--- config.mk ---
export PLATFORM = sky130hd
export DESIGN_NAME = gpic_top
export DESIGN_NICKNAME = d
export VERILOG_FILES = /design/src/rtl/gpic_pkg.sv /design/src/rtl/gpic_chan.sv /design/src/rtl/gpic_prio.sv /design/src/rtl/gpic_top.sv
export SDC_FILE = /design/constraint.sdc
export NUM_CORES = 2
export LEC_CHECK = 0
export CAP_MARGIN = 10
export CORE_UTILIZATION = 40
export DETAILED_ROUTE_END_ITERATION = 8
export DONT_BUFFER_PORTS = 1
export HOLD_SLACK_MARGIN = 0.12
export SETUP_SLACK_MARGIN = 0.3
export SYNTH_ARGS = -nofsm -noshare
export SYNTH_HDL_FRONTEND = slang
export SYNTH_HIERARCHICAL = 1
export SYNTH_SLANG_ARGS = --single-unit
--- constraint.sdc ---
create_clock -name clk_i -period 4.75 [get_ports clk_i]
set_input_delay 0.2375 -clock clk_i [delete_from_list [all_inputs] [get_ports clk_i]]
set_output_delay 0.2375 -clock clk_i [all_outputs]
set_load 0.1 [all_outputs]
--- src/rtl/gpic_pkg.sv ---
package gpic_pkg;

    typedef enum logic [1:0] {
        PIN_IN   = 2'd0,
        PIN_DEV  = 2'd1,
        PIN_DRV0 = 2'd2,
        PIN_DRV1 = 2'd3
    } pin_mode_e;

    typedef enum logic [2:0] {
        TRG_OFF  = 3'd0,
        TRG_LOW  = 3'd1,
        TRG_HIGH = 3'd2,
        TRG_RSV3 = 3'd3,
        TRG_RSV4 = 3'd4,
        TRG_FALL = 3'd5,
        TRG_RISE = 3'd6,
        TRG_ANY  = 3'd7
    } trig_e;

    typedef struct packed {
        logic      wake;
        trig_e     trig;
        logic [1:0] line;
        pin_mode_e pin;
    } chan_cfg_t;

    // register groups in the low region, 16 bytes apart, one word per bank
    localparam logic [3:0] GRP_PSET = 4'd0;
    localparam logic [3:0] GRP_PCLR = 4'd1;
    localparam logic [3:0] GRP_PEND = 4'd2;
    localparam logic [3:0] GRP_PRIO = 4'd3;
    localparam logic [3:0] GRP_MSET = 4'd4;
    localparam logic [3:0] GRP_MCLR = 4'd5;

endpackage

--- src/rtl/gpic_chan.sv ---
module gpic_chan
    import gpic_pkg::*;
(
    input  logic      clk_i,
    input  logic      rst_ni,
    input  logic      pad_i,
    input  logic      dev_i,
    input  pin_mode_e pin_i,
    input  trig_e     trig_i,
    output logic      level_o,
    output logic      hit_o
);

    typedef struct packed {
        logic s1;
        logic s2;
        logic prev;
    } chan_st_t;

    chan_st_t st_d, st_q;

    always_comb begin
        level_o   = (pin_i == PIN_DEV) ? dev_i : st_q.s2;
        st_d.s1   = pad_i;
        st_d.s2   = st_q.s1;
        st_d.prev = level_o;
        case (trig_i)
            TRG_LOW:  hit_o = !level_o;
            TRG_HIGH: hit_o = level_o;
            TRG_FALL: hit_o = st_q.prev && !level_o;
            TRG_RISE: hit_o = !st_q.prev && level_o;
            TRG_ANY:  hit_o = st_q.prev ^ level_o;
            default:  hit_o = 1'b0;
        endcase
    end

    always_ff @(posedge clk_i or negedge rst_ni) begin
        if (!rst_ni) st_q <= '0;
        else         st_q <= st_d;
    end

endmodule

--- src/rtl/gpic_prio.sv ---
module gpic_prio #(
    parameter int NUM_CH = 128,
    localparam int IDX_W = $clog2(NUM_CH)
) (
    input  logic [NUM_CH-1:0] req_i,
    output logic [IDX_W-1:0]  idx_o,
    output logic              valid_o
);

    always_comb begin
        valid_o = 1'b0;
        idx_o   = '1;
        for (int i = NUM_CH - 1; i >= 0; i--) begin
            if (req_i[i]) begin
                valid_o = 1'b1;
                idx_o   = IDX_W'(i);
            end
        end
    end

endmodule

--- src/rtl/gpic_top.sv ---
module gpic_top
    import gpic_pkg::*;
#(
    parameter int NUM_BANKS = 4,
    parameter int DATA_W    = 32,
    parameter int NUM_LINES = 4,
    parameter int ADDR_W    = 13,
    localparam int BANK_W   = DATA_W,
    localparam int NUM_CH   = NUM_BANKS * BANK_W,
    localparam int IDX_W    = $clog2(NUM_CH),
    localparam int CFG_BIT  = ADDR_W - 1
) (
    input  logic              clk_i,
    input  logic              rst_ni,
    input  logic              wr_en_i,
    input  logic              rd_en_i,
    input  logic [ADDR_W-1:0] addr_i,
    input  logic [DATA_W-1:0] wr_data_i,
    output logic [DATA_W-1:0] rd_data_o,
    input  logic [NUM_CH-1:0] pad_i,
    input  logic [NUM_CH-1:0] dev_i,
    output logic [NUM_CH-1:0] pad_out_o,
    output logic [NUM_CH-1:0] pad_oe_o,
    output logic [NUM_LINES-1:0] irq_o
);

    typedef struct packed {
        chan_cfg_t [NUM_CH-1:0] cfg;
        logic [NUM_CH-1:0]      mask;
        logic [NUM_CH-1:0]      pend;
        logic [DATA_W-1:0]      rdata;
    } state_t;

    state_t st_d, st_q;

    logic [NUM_CH-1:0] level, hit;
    logic [IDX_W-1:0]  prio_idx;
    logic              prio_valid;
    logic [NUM_CH-1:0] mask_q, pend_q;
    chan_cfg_t         cfg0_q;

    // address decode
    logic [3:0]        grp;
    logic [1:0]        bank;
    logic              lo_hit, cfg_hit, lo_wr, cfg_wr;
    logic [IDX_W-1:0]  cfg_idx;
    logic [NUM_CH-1:0] wvec;
    logic [DATA_W-1:0] rd_mux;
    logic              unused_abits;

    assign grp          = addr_i[7:4];
    assign bank         = addr_i[3:2];
    assign lo_hit       = !addr_i[CFG_BIT] && (addr_i[CFG_BIT-1:8] == '0);
    assign cfg_hit      = addr_i[CFG_BIT] && (int'(addr_i[CFG_BIT-1:2]) < NUM_CH);
    assign cfg_idx      = addr_i[2 +: IDX_W];
    assign lo_wr        = wr_en_i && lo_hit;
    assign cfg_wr       = wr_en_i && cfg_hit;
    assign unused_abits = ^addr_i[1:0];

    // per-channel synchroniser and trigger detector
    for (genvar g = 0; g < NUM_CH; g++) begin : g_ch
        gpic_chan u_ch (
            .clk_i  (clk_i),
            .rst_ni (rst_ni),
            .pad_i  (pad_i[g]),
            .dev_i  (dev_i[g]),
            .pin_i  (st_q.cfg[g].pin),
            .trig_i (st_q.cfg[g].trig),
            .level_o(level[g]),
            .hit_o  (hit[g])
        );
        assign pad_oe_o[g]  = st_q.cfg[g].pin[1];
        assign pad_out_o[g] = (st_q.cfg[g].pin == PIN_DRV1);
    end

    gpic_prio #(.NUM_CH(NUM_CH)) u_prio (
        .req_i  (st_q.pend & st_q.mask),
        .idx_o  (prio_idx),
        .valid_o(prio_valid)
    );

    // read multiplexer
    always_comb begin
        rd_mux = '0;
        if (cfg_hit) begin
            rd_mux = DATA_W'(st_q.cfg[cfg_idx]);
        end else if (lo_hit && int'(bank) < NUM_BANKS) begin
            case (grp)
                GRP_PSET, GRP_PCLR: rd_mux = level[int'(bank)*BANK_W +: BANK_W];
                GRP_PEND:           rd_mux = st_q.pend[int'(bank)*BANK_W +: BANK_W];
                GRP_PRIO:           rd_mux = DATA_W'(prio_idx);
                GRP_MSET, GRP_MCLR: rd_mux = st_q.mask[int'(bank)*BANK_W +: BANK_W];
                default:            rd_mux = '0;
            endcase
        end
    end

    // next-state computation
    always_comb begin
        st_d = st_q;
        wvec = '0;
        if (int'(bank) < NUM_BANKS) wvec[int'(bank)*BANK_W +: BANK_W] = wr_data_i;

        st_d.pend = (st_q.pend & ~((lo_wr && grp == GRP_PEND) ? wvec : '0)) | hit;

        if (lo_wr && grp == GRP_MSET) st_d.mask = st_q.mask | wvec;
        if (lo_wr && grp == GRP_MCLR) st_d.mask = st_q.mask & ~wvec;

        for (int i = 0; i < NUM_CH; i++) begin
            if (lo_wr && grp == GRP_PSET && wvec[i]) st_d.cfg[i].pin = PIN_DRV1;
            if (lo_wr && grp == GRP_PCLR && wvec[i]) st_d.cfg[i].pin = PIN_DRV0;
        end

        if (cfg_wr && !st_q.mask[cfg_idx]) st_d.cfg[cfg_idx] = chan_cfg_t'(wr_data_i[7:0]);

        if (rd_en_i) st_d.rdata = rd_mux;
    end

    always_ff @(posedge clk_i or negedge rst_ni) begin
        if (!rst_ni) st_q <= '0;
        else         st_q <= st_d;
    end

    // request lines
    always_comb begin
        irq_o = '0;
        for (int i = 0; i < NUM_CH; i++) begin
            if (st_q.pend[i] && st_q.mask[i]) irq_o[st_q.cfg[i].line] = 1'b1;
        end
    end

    assign rd_data_o = st_q.rdata;
    assign mask_q    = st_q.mask;
    assign pend_q    = st_q.pend;
    assign cfg0_q    = st_q.cfg[0];

endmodule

=== Yosys cells after proc, flatten, opt, wreduce, memory -nomap -nowiden ===
Cells that the tools add are included.
Widths: inputs -> output; s select.

* Word-level logic and storage cells: 4407
* Bits of input ports: 305
* Flip-flop bits (word level): 1696

* Add/sub/neg operators: 1
* Magnitude comparators: 259
* Bitwise gates (word level): 263
* Mux-type cells: 1037
* Equality and inequality tests: 901
* Shift-type cells: 5
* Reductions and logical operators: 1042

{| class="wikitable"
|+ Operators by type and width
! operator !! number
|-
| $eq 3x3->1 const B || 384
|-
| $bwmux 1024 || 1
|-
| $mux 1018 || 1
|-
| $logic_and 1x1->1 || 779
|-
| $pmux 1 s5 || 128
|-
| $mux 4 || 136
|-
| $mux 2 || 258
|-
| $or 4x4->4 || 127
|-
| $mux 7 || 64
|-
| $and 128x128->128 || 3
|-
| $eq 3x1->1 const B || 128
|-
| $eq 3x2->1 const B || 128
|-
| $lt 2x3->1 const B || 128
|-
| $mux 128 || 3
|-
| $shiftx 128x8->32 || 3
|-
| $logic_not 1->1 || 258
|-
| $mux 1 || 258
|-
| $demux 1 s2 || 128
|-
| $eq 2x1->1 const B || 128
|-
| $eq 2x2->1 const B || 128
|-
| $ge 2x1->1 const B || 128
|-
| $not 128->128 || 2
|-
| $or 128x128->128 || 2
|-
| $mux 6 || 32
|-
| other kinds (22) || 173
|}

=== Logic depth before layout (Yosys ltp) ===
* Depth after elaboration: 259
* Gate-level depth with buffers: 16
* Gate-level depth less buffers: 13

=== By module ===
The synthesis kept the hierarchy.

{| class="wikitable"
|+ Modules (own cells, without submodules)
! module !! area each (um^2) !! cells each !! instances !! sequential area each (um^2)
|-
| gpic_top || 72936.2 || 6909 || 1 || 32831.5
|-
| gpic_chan || 206.4 || 19 || 128 || 75.1
|-
| gpic_prio || 1624.1 || 283 || 1 || 0.0
|}

=== Least setup slack after synthesis ===
No wires, ideal clock.

* Path type: input -> register
* Start: input addr_i[3]
* End: register st_q[1072] in the netlist's numbering
* Buffers on the path: 8
* Stages on the path: 15
* Data required time: 4.622 ns
* Setup slack: 0.542 ns
* Arrival time: 4.080 ns
* Cells stage by stage: buf_2 buf_4 clkinv_1 clkbuf_1 clkbuf_1 buf_1 clkbuf_1 clkbuf_1 ha_1 nor4b_2 clkbuf_1 nand2_1 o21ai_0 o31ai_1 mux2_1

{| class="wikitable"
|+ RTL lines
! element !! line !! text
|-
| start, declared || gpic_top.sv:17 || <nowiki>input logic [ADDR_W-1:0] addr_i,</nowiki>
|-
| end signal, assigned || gpic_top.sv:121 || <nowiki>else st_q <= st_d;</nowiki>
|-
| end, declared || gpic_top.sv:34 || <nowiki>state_t st_d, st_q;</nowiki>
|}

==> impl_metrics.sql <==
INSERT INTO impl_metrics (metric_group, metric, value, unit) VALUES
('timing', 'finalHoldViolCount', '0', ''),
('drt', 'detailedRoute.firstPassIterationCount', '9', ''),
('setup_path', 'crit_path_start_kind', 'register', ''),
('setup_path', 'cp_data_required_time', '4.51', 'ns'),
('cts', 'worstSkewPairLatency', '0.94', 'ns'),
('yosys', 'synth_area', '101000', 'µm²'),
('power', 'power.switching_fraction', '27.8', '%'),
('drt', 'routed_via_density', '6.76', ''),
('drt', 'drt_iter0_drc', '13534', ''),
('die', 'floorplan.initialDensity', '40.2', '%'),
('die', 'core_area', '251000', 'µm²'),
('power', 'powerDensity', '293', 'nW/µm²'),
('placed_design', 'globalplace.congestion', '1.11', ''),
('cts', 'clk_root_buffer_cell', 'clkbuf_16', ''),
('cts', 'cts.repair_timing.setup_buffer_count', '0', ''),
('cells_and_area', 'layout.cell_area.non_filler', '118000', 'µm²'),
('die', 'fp.dieH', '504', 'µm'),
('cells_and_area', 'post-route-util', '47.2', '%'),
('timing', 'fmax', '222', 'MHz'),
('power', 'p_seq_share', '43.9', '%'),
('die', 'floorplan.io_pins', '597', ''),
('die', 'floorplan.die_area', '254000', 'µm²'),
('cells_and_area', 'layout.cells.non_filler', '13628', ''),
('cells_and_area', 'multi_input_area', '53400', 'µm²'),
('placed_design', 'port-buffer-count', '0', ''),
('setup_path', 'worst-endpoint-arrival', '4.26', 'ns'),
('drt', 'via_count', '92193', ''),
('timing', 'finalSetupViolCount', '0', ''),
('cts', 'clock_tree.htree_level_count', '4', ''),
('yosys', 'postSynthCellCount', '9620', ''),
('timing', 'slew_headroom', '-8.26', '%'),
('timing', 'count_of_pins_over_their_slew_limit', '73', ''),
('power', 'cellLeakagePower', '0.0556', 'µW'),
('die', 'rows', '184', ''),
('power', 'netSwitchingPower', '9680', 'µW'),
('power', 'combinational_power_share', '10.5', '%'),
('timing', 'rsz0062_at_grt', 'no', ''),
('cts', 'clk_path_buf_depth', '4', ''),
('drt', 'antenna_violating_nets_post_route', '0', ''),
('placed_design', 'placedInstanceArea', '106000', 'µm²'),
('run_status', 'violations', 'design-rule violations, max-capacitance violations, max-slew violations', ''),
('timing', 'period_share', '94.8', '%'),
('drt', 'wl_per_cell', '41.7', 'µm'),
('setup_path', 'path_max_fanout', '6', ''),
('yosys', 'synth_nets', '10058', ''),
('cts', 'cts.clk_slew.worst_paths', '0.06', 'ns'),
('setup_path', 'worstSetupEndpointType', 'output pin', ''),
('power', 'design_power_total', '34800', 'µW'),
('min_path', 'hold_path_class', 'in2reg', ''),
('global_route', 'wire_length_of_the_first_global_routing_pass', '761', 'mm'),
('setup_path', 'criticalPathCategory', 'reg2out', ''),
('cts', 'cts_sinks', '1696', ''),
('power', 'internal_power_component', '25100', 'µW'),
('cells_and_area', 'final_nets', '10500', ''),
('run', 'maxcap_viol_count', '2', ''),
('cells_and_area', 'fillCellCount', '22964', ''),
('yosys', 'yosysWarnings', '6', ''),
('cells_and_area', 'areaGrowthSynthToFinish', '17.3', '%'),
('timing', 'post-route-min-period', '4.50', 'ns'),
('cts', 'tritoncts.num_buffers', '202', ''),
('global_route', 'antenna_found_initial', '92', ''),
('die', 'die_x', '504', 'µm'),
('global_route', 'grt_start_max_net_pins', '311', ''),
('global_route', 'grt_ovf', '0', ''),
('cells_and_area', 'drive_above_1_share', '17.9', '%'),
('drt', 'drt_drc_violations_left', '1', ''),
('global_route', 'grt_pass1_vias', '87545', ''),
('run_status', 'outcome', 'finished with violations', ''),
('cts', 'tritoncts_clock_tree', 'yes', ''),
('timing', 'finalSetupTns', '0', 'ns'),
('global_route', 'grt_usage', '43.3', '%'),
('timing', 'worst-slew-pin-transition', '1.62', 'ns'),
('drt', 'wirelength', '568', 'mm'),
('yosys', 'syn_area_per_cell', '10.5', 'µm²'),
('power', 'peakVddDrop', '0.285', 'mV'),
('cells_and_area', 'sequential_cell_area', '42400', 'µm²'),
('placed_design', 'detailedPlacementHpwl', '408', 'mm'),
('placed_design', 'placed_cells_incl_taps', '12694', ''),
('timing', 'timing.clock.skew', '0.0996', 'ns'),
('power', 'clock_power_share', '45.6', '%');
[layout by cell type, fill, tap and decap left out, types with 62 or more instances in the layout]
cell type      count
nor2b_1          269
a31oi_1          135
nand2b_1         277
o211a_1          128
nor3_1           121
o2111ai_1        172
nand4b_1         130
o22ai_1          114
a22oi_1          185
a22o_1            83
nor4_1            77
mux2_2           358
diode_2           69
clkbuf_16        205
a221oi_1         107
nand3_1          122
mux2_1           562
buf_12            62
nand2_1          582
ha_1             133
nor3b_1           73
o21ai_0          878
o31ai_1          217
a21oi_1          204
nor2b_4          133
dlygate4sd3_1    470
dfrtp_1         1696
and2_1           204
o211ai_2         128
buf_4            384
nor2_1           247
inv_1            534
nand3b_4         128
mux2i_1          251
[area by class of cell]
| cell class | count | share of cell area, % |
|---|---|---|
| diodes | 69 | 0.146 |
| clock buffers | 288 | 4.94 |
| clock inverters | 65 | 0.602 |
| inverters | 539 | 1.71 |
| multi-input cells | 6675 | 45.1 |
| flip-flops and latches | 1696 | 35.8 |
| well taps | 3348 | 3.54 |
| repair buffers | 948 | 8.14 |
[path summary, 6_finish.rpt]
| path | from | end | slack [ns] | depth (start not counted) |
|---|---|---|---|---|
| max in group asynchronous | rst_ni | st_q[1199] | 1.29 | 7 |
| min reg2reg | g_ch[108].u_ch/st_d[1] | g_ch[108].u_ch/st_q[1] | 0.31 | 0 |
| min in group asynchronous | rst_ni | g_ch[17].u_ch/st_d[1] | 0.57 | 3 |
| min | dev_i[29] | g_ch[29].u_ch/st_q[0] | 0.18 | 3 |
| max reg2reg | register | rd_data_o[1] | 0.36 | 11 |
| max | register | irq_o[1] | 0.25 | 8 |
[through the flow]
| step | hold WS [ns] | setup WS (ns) |
|---|---|---|
| 2_1_floorplan | -0.0581 | 0.542 |
| 3_3_place_gp | -0.0494 | 0.683 |
| 3_5_place_dp | -0.0484 | 0.584 |
| 4_1_cts | 0.127 | 0.295 |
| 5_1_grt | 0.156 | 0.278 |
| 6_report | 0.184 | 0.248 |
[power groups by stage]
stage | Clock (µW) | Sequential [µW] | Combinational, µW
finish | 15800 | 15300 | 3650
global route | 16500 | 15300 | 3710
CTS | 15900 | 15200 | 3460
detailed placement | 0 | 15500 | 2610
global placement | 0 | 15500 | 2540
floorplan | 0 | 15300 | 1500
[worst max-delay path, stage by stage, from the launching register on]
cell and delay (ns):
dfrtp_1 0.40, nand2_1 0.20, inv_1 0.33, nand3b_1 0.54
o2111ai_2 0.48, nor4_1 0.59, nand4_1 0.32, buf_4 0.26
buf_16 0.17
[timing repair]
| item | CTS | global route |
|---|---|---|
| gates cloned | 0 | 1 |
| endpoints found under the setup margin | 4 | 5 |
| pin swaps | 1 | 0 |
| hold buffers | 507 | 1 |
| endpoints found under the hold margin | 2168 | 2 |
| gates resized for setup | 17 | 7 |
[sequential cells by signal, indices dropped and copies added, names as in the netlist, named ones only]
name / flops
cfg0_q: 7
g_ch.u_ch/st_d: 128
g_ch.u_ch/st_q: 256
pad_oe_o: 128
pend_q: 128
rd_data_o: 32
st_q: 889
[routing by layer]
layer  vias to the layer above  wire (µm)  share of wire, %  GRT usage, %
met3                      1587      68300                12          15.7
met2                      6466     237000                42          62.5
met4                        64      44800               7.9          28.8
met5                         -        689              0.12         0.676
li1                      36539          -                 -             -
met1                     47537     217000                38          54.1
(Power assumes the default switching activity.)
